`config.mk`:
```
export PLATFORM = sky130hd
export DESIGN_NAME = selfref_seq
export DESIGN_NICKNAME = d
export VERILOG_FILES = /design/src/rtl/selfref_pkg.sv /design/src/rtl/sfr_fsm.sv /design/src/rtl/sfr_pend.sv /design/src/rtl/sfr_wake.sv /design/src/rtl/sfr_status.sv /design/src/rtl/selfref_seq.sv
export SDC_FILE = /design/constraint.sdc
export NUM_CORES = 1
export LEC_CHECK = 0
export BUFFER_PORTS_ARGS = -buffer_cell sky130_fd_sc_hd__buf_2
export CORE_AREA = 2 2 39 41
export DETAILED_ROUTE_END_ITERATION = 8
export DIE_AREA = 0 0 41 43
export SLEW_MARGIN = 20
export SYNTH_ARGS = -nofsm -noshare
export SYNTH_HDL_FRONTEND = slang
export SYNTH_SLANG_ARGS = --single-unit
```
`constraint.sdc`:
```
create_clock -name clk -period 1.6 [get_ports clk]
set_input_delay 0.08 -clock clk [delete_from_list [all_inputs] [get_ports clk]]
set_output_delay 0.08 -clock clk [all_outputs]
set_load 0.05 [all_outputs]
```
`src/rtl/selfref_pkg.sv`:
```
package selfref_pkg;

   localparam int unsigned SFR_STATE_W = 3;

   typedef enum logic [SFR_STATE_W-1:0] {
      SFR_OFF    = 3'd0,
      SFR_IDLE   = 3'd1,
      SFR_ENTRY  = 3'd2,
      SFR_ACTIVE = 3'd3,
      SFR_SFU    = 3'd4,
      SFR_EXIT   = 3'd5
   } sfr_state_e;

endpackage

```
`src/rtl/sfr_fsm.sv`:
```
module sfr_fsm
   import selfref_pkg::*;
(
   input  logic       clk,
   input  logic       rst_n,
   input  logic       ctl_enable,
   input  logic       ctl_entry,
   input  logic       ev_static_sent,
   input  logic       ev_update_done,
   input  logic       ev_exit_done,
   input  logic       upd_pending,
   input  logic       wake_done,
   output sfr_state_e st_q,
   output sfr_state_e st_d
);

   always_comb begin
      st_d = st_q;
      unique case (st_q)
         SFR_OFF: begin
            if (ctl_enable) st_d = SFR_IDLE;
         end
         SFR_IDLE: begin
            if (!ctl_enable)    st_d = SFR_OFF;
            else if (ctl_entry) st_d = SFR_ENTRY;
         end
         SFR_ENTRY: begin
            if (ev_static_sent) st_d = SFR_ACTIVE;
         end
         SFR_ACTIVE: begin
            if (!ctl_enable)      st_d = SFR_OFF;
            else if (!ctl_entry)  st_d = SFR_EXIT;
            else if (upd_pending) st_d = SFR_SFU;
         end
         SFR_SFU: begin
            if (ev_update_done) st_d = SFR_ACTIVE;
         end
         SFR_EXIT: begin
            if (ev_exit_done && wake_done) st_d = SFR_IDLE;
         end
         default: st_d = SFR_OFF;
      endcase
   end

   always_ff @(posedge clk or negedge rst_n) begin
      if (!rst_n) st_q <= SFR_OFF;
      else        st_q <= st_d;
   end


   off_exit_chk: assert property (@(posedge clk) disable iff (!rst_n)
      (st_q == SFR_OFF) |=> (st_q == SFR_OFF || st_q == SFR_IDLE));


   exit_direct_chk: assert property (@(posedge clk) disable iff (!rst_n)
      (st_q == SFR_ACTIVE && ctl_enable && !ctl_entry) |=> (st_q == SFR_EXIT));


   busy_disable_chk: assert property (@(posedge clk) disable iff (!rst_n)
      ((st_q == SFR_ENTRY || st_q == SFR_SFU || st_q == SFR_EXIT) && !ctl_enable)
      |=> (st_q != SFR_OFF));


   legal_code_chk: assert property (@(posedge clk) disable iff (!rst_n)
      (st_q <= SFR_EXIT));

endmodule

```
`src/rtl/sfr_pend.sv`:
```
module sfr_pend
   import selfref_pkg::*;
(
   input  logic       clk,
   input  logic       rst_n,
   input  logic       sfu_req,
   input  sfr_state_e st_q,
   input  sfr_state_e st_d,
   output logic       pend_q
);

   logic arrive_active;
   logic req_ok;

   assign arrive_active = (st_d == SFR_ACTIVE) && (st_q != SFR_ACTIVE);
   assign req_ok        = sfu_req && (st_q == SFR_IDLE || st_q == SFR_ENTRY ||
                                      st_q == SFR_ACTIVE);

   always_ff @(posedge clk or negedge rst_n) begin
      if (!rst_n)                 pend_q <= 1'b0;
      else if (arrive_active)     pend_q <= 1'b0;
      else if (st_d == SFR_OFF)   pend_q <= 1'b0;
      else if (req_ok)            pend_q <= 1'b1;
   end


   pend_selfclear_chk: assert property (@(posedge clk) disable iff (!rst_n)
      (st_q == SFR_ACTIVE && $past(st_q) != SFR_ACTIVE) |-> !pend_q);


   pend_ignore_chk: assert property (@(posedge clk) disable iff (!rst_n)
      ((st_q == SFR_OFF || st_q == SFR_SFU || st_q == SFR_EXIT) && !pend_q)
      |=> !pend_q);

endmodule

```
`src/rtl/sfr_wake.sv`:
```
module sfr_wake
   import selfref_pkg::*;
#(
   parameter int unsigned WAKE_LEN = 2
) (
   input  logic       clk,
   input  logic       rst_n,
   input  sfr_state_e st_q,
   input  sfr_state_e st_d,
   output logic       wake_o,
   output logic       wake_done
);

   localparam int unsigned CNT_W = $clog2(WAKE_LEN + 1);

   if (WAKE_LEN < 1 || WAKE_LEN > 255) begin : g_bad_len
      $error("sfr_wake: WAKE_LEN must lie in 1..255");
   end

   logic arrive_exit;
   assign arrive_exit = (st_d == SFR_EXIT) && (st_q != SFR_EXIT);

   if (WAKE_LEN == 1) begin : g_single
      logic wk_q;
      always_ff @(posedge clk or negedge rst_n) begin
         if (!rst_n) wk_q <= 1'b0;
         else        wk_q <= arrive_exit;
      end
      assign wake_o    = wk_q;
      assign wake_done = !wk_q;
   end else begin : g_count
      logic [CNT_W-1:0] cnt_q;
      always_ff @(posedge clk or negedge rst_n) begin
         if (!rst_n)             cnt_q <= '0;
         else if (arrive_exit)   cnt_q <= CNT_W'(WAKE_LEN);
         else if (cnt_q != '0)   cnt_q <= cnt_q - 1'b1;
      end
      assign wake_o    = (cnt_q != '0);
      assign wake_done = (cnt_q == '0);
   end


   wake_scope_chk: assert property (@(posedge clk) disable iff (!rst_n)
      wake_o |-> (st_q == SFR_EXIT));


   wake_start_chk: assert property (@(posedge clk) disable iff (!rst_n)
      (st_q == SFR_EXIT && $past(st_q) != SFR_EXIT) |-> wake_o);

endmodule

```
`src/rtl/sfr_status.sv`:
```
module sfr_status
   import selfref_pkg::*;
(
   input  sfr_state_e st_q,
   output logic       in_trans,
   output logic       sr_active
);

   always_comb begin
      in_trans  = 1'b0;
      sr_active = 1'b0;
      unique case (st_q)
         SFR_ENTRY:  in_trans  = 1'b1;
         SFR_ACTIVE: sr_active = 1'b1;
         SFR_SFU: begin
            in_trans  = 1'b1;
            sr_active = 1'b1;
         end
         SFR_EXIT:   in_trans  = 1'b1;
         default: ;
      endcase
   end

endmodule

```
`src/rtl/selfref_seq.sv`:
```
module selfref_seq
   import selfref_pkg::*;
#(
   parameter int unsigned WAKE_LEN = 2
) (
   input  logic                   clk,
   input  logic                   rst_n,
   input  logic                   ctl_enable,
   input  logic                   ctl_entry,
   input  logic                   sfu_req,
   input  logic                   ev_static_sent,
   input  logic                   ev_update_done,
   input  logic                   ev_exit_done,
   output logic [SFR_STATE_W-1:0] state_code,
   output logic                   in_trans,
   output logic                   sr_active,
   output logic                   wake_strobe,
   output logic                   sfu_pending
);

   sfr_state_e st_q;
   sfr_state_e st_d;
   logic       pend_q;
   logic       wake_done;

   sfr_fsm u_fsm (
      .clk            (clk),
      .rst_n          (rst_n),
      .ctl_enable     (ctl_enable),
      .ctl_entry      (ctl_entry),
      .ev_static_sent (ev_static_sent),
      .ev_update_done (ev_update_done),
      .ev_exit_done   (ev_exit_done),
      .upd_pending    (pend_q),
      .wake_done      (wake_done),
      .st_q           (st_q),
      .st_d           (st_d)
   );

   sfr_pend u_pend (
      .clk     (clk),
      .rst_n   (rst_n),
      .sfu_req (sfu_req),
      .st_q    (st_q),
      .st_d    (st_d),
      .pend_q  (pend_q)
   );

   sfr_wake #(.WAKE_LEN(WAKE_LEN)) u_wake (
      .clk       (clk),
      .rst_n     (rst_n),
      .st_q      (st_q),
      .st_d      (st_d),
      .wake_o    (wake_strobe),
      .wake_done (wake_done)
   );

   sfr_status u_status (
      .st_q      (st_q),
      .in_trans  (in_trans),
      .sr_active (sr_active)
   );

   assign state_code  = st_q;
   assign sfu_pending = pend_q;


   entry_done_chk: assert property (@(posedge clk) disable iff (!rst_n)
      (state_code == 3'd2 && ev_static_sent) |=> (state_code == 3'd3 && sr_active));


   flag_scope_chk: assert property (@(posedge clk) disable iff (!rst_n)
      (in_trans && sr_active) |-> (state_code == 3'd4));


   early_exit_chk: assert property (@(posedge clk) disable iff (!rst_n)
      (state_code == 3'd5 && wake_strobe) |=> (state_code == 3'd5));

endmodule

```
Yosys cells after proc, flatten, opt, wreduce, memory -nomap -nowiden --
Cells that the tools add are included.
Storage, ports and cells: flip-flop bits (word level) 6, input port bits 8, output and inout bits 7
Operators by class: add/sub/neg operators 1, equal/unequal tests 9, multiplexer cells 17, reductions and logical operators 14
Operator list (number):
- $mux W3 | 9
- $pmux W3 S6 | 1
- $eq A3 B2 Y1 const B | 3
- $eq A3 B3 Y1 const B | 3
- $logic_not A3 Y1 | 2
- $mux W1 | 5
- $logic_and A1 B1 Y1 | 4
- $mux W2 | 2
- $reduce_bool A2 Y1 | 2
- $eq A3 B1 Y1 const B | 1
- $ne A3 B2 Y1 const B | 1
- $ne A3 B3 Y1 const B | 1
- $reduce_bool A3 Y1 | 1
- $reduce_or A3 Y1 | 1
- $logic_not A2 Y1 | 1
- $logic_or A1 B1 Y1 | 2
- $reduce_or A2 Y1 | 1
- $sub A2 B1 Y2 const B | 1

Logic depth before layout (Yosys ltp) --
depth in word-level cells 7, depth in mapped cells 6

Hierarchy --
From an unflattened synthesis, not the netlist that was laid out.
Unflattened totals: cells, all modules 46, area, all modules 461.7 um2
Modules (own cells, without submodules):
- sfr_fsm | instances 1, cells an instance 22, area each 229.0 um2
- sfr_wake | instances 1, cells an instance 13, area each 132.6 um2
- sfr_pend | instances 1, cells an instance 6, area each 65.1 um2
- sfr_status | instances 1, cells an instance 5, area each 35.0 um2

Least setup slack after synthesis --
Ideal clock, no wire load.
path kind register to output, start reg u_fsm.st_q[2], end out sr_active, arrival 2.165 ns, setup slack -0.645 ns, cell stages (with the launch flop) 4, buffers on the path 1, cells stage by stage dfrtp_1 buf_6 or2b_1 o21ai_0
Between the ends: longest elaborated chain between the ends 3, elaborated cells between the ends (all ways) 4
RTL lines:
- start: declaration | RTL line sfr_fsm.sv:13 | output sfr_state_e st_q,
- start signal: assignment | RTL line sfr_fsm.sv:47 | else st_q <= st_d;
- $eq A3 B2 Y1 or $eq A3 B3 Y1 (tied branches) | RTL line sfr_status.sv:12 | unique case (st_q)
- $reduce_or A2 Y1 (no line) (*)
- $mux W1 (*) | RTL line sfr_status.sv:12
- end: declaration | RTL line selfref_seq.sv:16 | output logic sr_active,
Mark *: on every way between the ends. The rest lies on a longest branch, timed or not.

Worst setup path after layout --
start reg u_fsm.st_q[1], end out in_trans
Between the ends: longest elaborated chain between the ends 3, elaborated cells between the ends (all ways) 5
RTL lines:
- $eq A3 B2 Y1 or $eq A3 B3 Y1 (tied branches) | RTL line sfr_status.sv:12
- $reduce_or A3 Y1 (no line) (*)
- $mux W1 (*) | RTL line sfr_status.sv:12
- end: declaration | RTL line selfref_seq.sv:15 | output logic in_trans,
Marks and branches as above.

==> flow_summary.yaml <==
floorplan:
  start_util: 0.324
  row_count: 14
  core_area_um2: 1380
  die_y_um: 43
  dieWidth_um: 41
  die_area_um2: 1760
  pin_count: 15
logic_synthesis:
  yosysSeqAreaShare: 0.335
  synth_top_family_by_area: "simple AND/OR/NAND/NOR gates"
  synth_fa_ha_area_frac: 0.0279
  synth_nets: 55
  synthCells: 46
  synth-seq-cells: 6
  synth_compound_area_frac: 0.207
  synth_area_leaders: "dfrtp_1 34%, a211oi_2 5.6%, buf_6 5.0%"
  synth_top_area_cell: "dfrtp_1"
  synth_mux_area_frac: 0.0223
  synth_top_area_frac: 0.335
  syn_area_per_cell_um2: 9.74
  synth-simple-area-share: 0.296
  synthDistinctLibCells: 29
  async_flop_share: 1.00
  synth_warnings: 0
  synth_xor_area_frac: 0.0196
  synth_ff_type: "dfrtp_1"
  syn_area_um2: 448
  synth_edf_count: 0
timing:
  setup_violations: 0
  fmax_ghz: 0.683
  fin_tns_setup_ns: 0
  tightest_slew_ns: 0.268
  post-route-min-period_ns: 1.46
  grt_setup_unrepaired: "no"
  finalCritPeriodShare: 0.915
  fin_skew_ns: 0.00226
  worst_slew_margin_rel: 0.822
  hold_viol_final: 0
  slew_viol_final: 0
clock_network:
  post_cts_buffers: 0
  numCtsBuffers: 3
  clkSinkCount: 6
  clock_path_buffers: 2
  worstSkewPairLatency_ns: 0.24
  cts_tree: "yes"
  cts.clk_slew.worst_paths_ns: 0.04
  cts_resized: 0
  postCtsHoldBufs: 1
  root_buffer: "clkbuf_4"
  h-tree-depth: 1
global_routing:
  antenna_found_initial: 0
  grt_pass1_vias: 387
  grt_pass1_wl_um: 1550
  grt_start_max_net_pins: 12
  grt_use_met3: 0.0314
  busiest_layer: "met2"
  grt_overflow_total: 0
  grtUsageMet1: 0.158
  grtUsageMet2: 0.200
  track_usage: 0.129
power_and_ir_drop:
  p_switching_uw: 608
  peakVddDrop_v: 0.000706
  power.internal_uw: 548
  sequentialPowerShare: 0.281
  total_power_uw: 1160
  p_per_area_nw_per_um2: 2090
  power_frac_comb: 0.601
  p_clk_frac: 0.118
  leakage_uw: 0.000273
  p_sw_frac: 0.526
detailed_routing:
  via_per_inst: 4.99
  postRouteAntennaNets: 0
  wl_per_cell_um: 12.2
  vias: 389
  totalWireLength_um: 949
  drt_iter0_markers: 4
  drc: 0
  dr.pass1.iters: 4
critical_path:
  cp.required_ns: 1.52
  start_kind: "register"
  cp_max_fo: 8
  cp.arrival_ns: 1.38
  path_class: "reg -> out"
  end_kind: "output port"
cells_and_area:
  fin_nets: 73
  drive_above_1_share: 0.435
  syn2layout_area_growth_pct: 23.7
  layout_commonest_cell: "buf_2"
  antennaDiodeCount: 0
  design_area_um2: 554
  final_cell_mix: "14 x buf_2, 5 x inv_1, 4 x nor2_1, 4 x dfrtp_1, 3 x clkbuf_4"
placement:
  place_congestion: 0.703
  port-buffer-count: 14
  dpl_cell_area_um2: 522
  hpwl_um: 733
min_path:
  hold_path_class: "in -> reg"
job:
  max_cap_violations: 0
status:
  status: "completed"
[critical path: stages (launching register included)]
cell	delay, ns
dfrtp_1	0.48
nor3b_4	0.29
a21o_2	0.12
buf_2	0.25
[routing by layer]
layer | up-vias | part of all wire
li1 | 193 | -
met1 | 190 | 0.46
met2 | 6 | 0.51
met3 | 0 | 0.032
met4 | 0 | 0
met5 | - | 0
[Yosys cell counts (all sizes together), types with 2 or more instances]
cell    number
dfrtp        6
nor3b        2
inv          5
a211oi       2
o21ai        3
a21o         2
nand2        2
buf          2
nor2         4
[through the flow]
step	util	hold WS, ns	worst slack (ns)	instances
after floorplan	-	-0.216	0.0405	46
after global placement	0.377	-0.0895	0.156	74
after detailed placement	0.377	-0.0902	0.172	74
after CTS	0.401	0.156	0.136	78
after global routing	0.401	0.164	0.0885	78
final	0.401	0.165	0.136	78
[registers in the layout, summed over array words and instances (netlist names)]
register and flops:
u_wake.g_count.cnt_q 2, u_fsm.st_q 3, u_pend.pend_q 1
[cells by family (layout without fill, tap and decap cells)]
kind of cell,after synthesis,after routing
multiplexers,1,1
AO/OA/AOI/OAI,11,11
buffers and inverters,7,23
XOR/XNOR,1,1
adder cells (fa/ha/maj),1,1
flip-flops,6,6
AND/OR/NAND/NOR,19,19
[power groups by stage]
stage | Sequential [µW] | Combinational [µW] | Clock (µW)
floorplan | 391 | 512 | 0
global placement | 322 | 688 | 0
detailed placement | 325 | 698 | 0
CTS | 323 | 703 | 141
global route | 333 | 760 | 150
finish | 325 | 695 | 136
[cell type report]
type | instances | area (µm²)
tap | 16 | 20.0
sequential | 6 | 153
fill | 152 | 830
multi-input combinational | 33 | 260
inverter | 5 | 18.8
timing repair buffer | 15 | 80.1
clock buffer | 3 | 22.5
[final timing paths]
check	startpoint	depth (start not counted)	to	slack, ns
worst max-delay path	u_fsm.st_q[1]$_DFF_PN0_	3	in_trans	0.14
worst min-delay path	ctl_entry	3	u_fsm.st_q[1]$_DFF_PN0_	0.17
worst max register to register	u_fsm.st_q[0]$_DFF_PN0_	4	u_pend.pend_q$_DFFE_PN0P_	0.17
worst min register to register	u_wake.g_count.cnt_q[0]$_DFFE_PN0P_	2	u_wake.g_count.cnt_q[0]$_DFFE_PN0P_	0.54
max in group asynchronous	rst_n	2	u_fsm.st_q[0]$_DFF_PN0_	1.24
min in group asynchronous	rst_n	2	u_wake.g_count.cnt_q[0]$_DFFE_PN0P_	0.19
(Power assumes the default switching activity.)
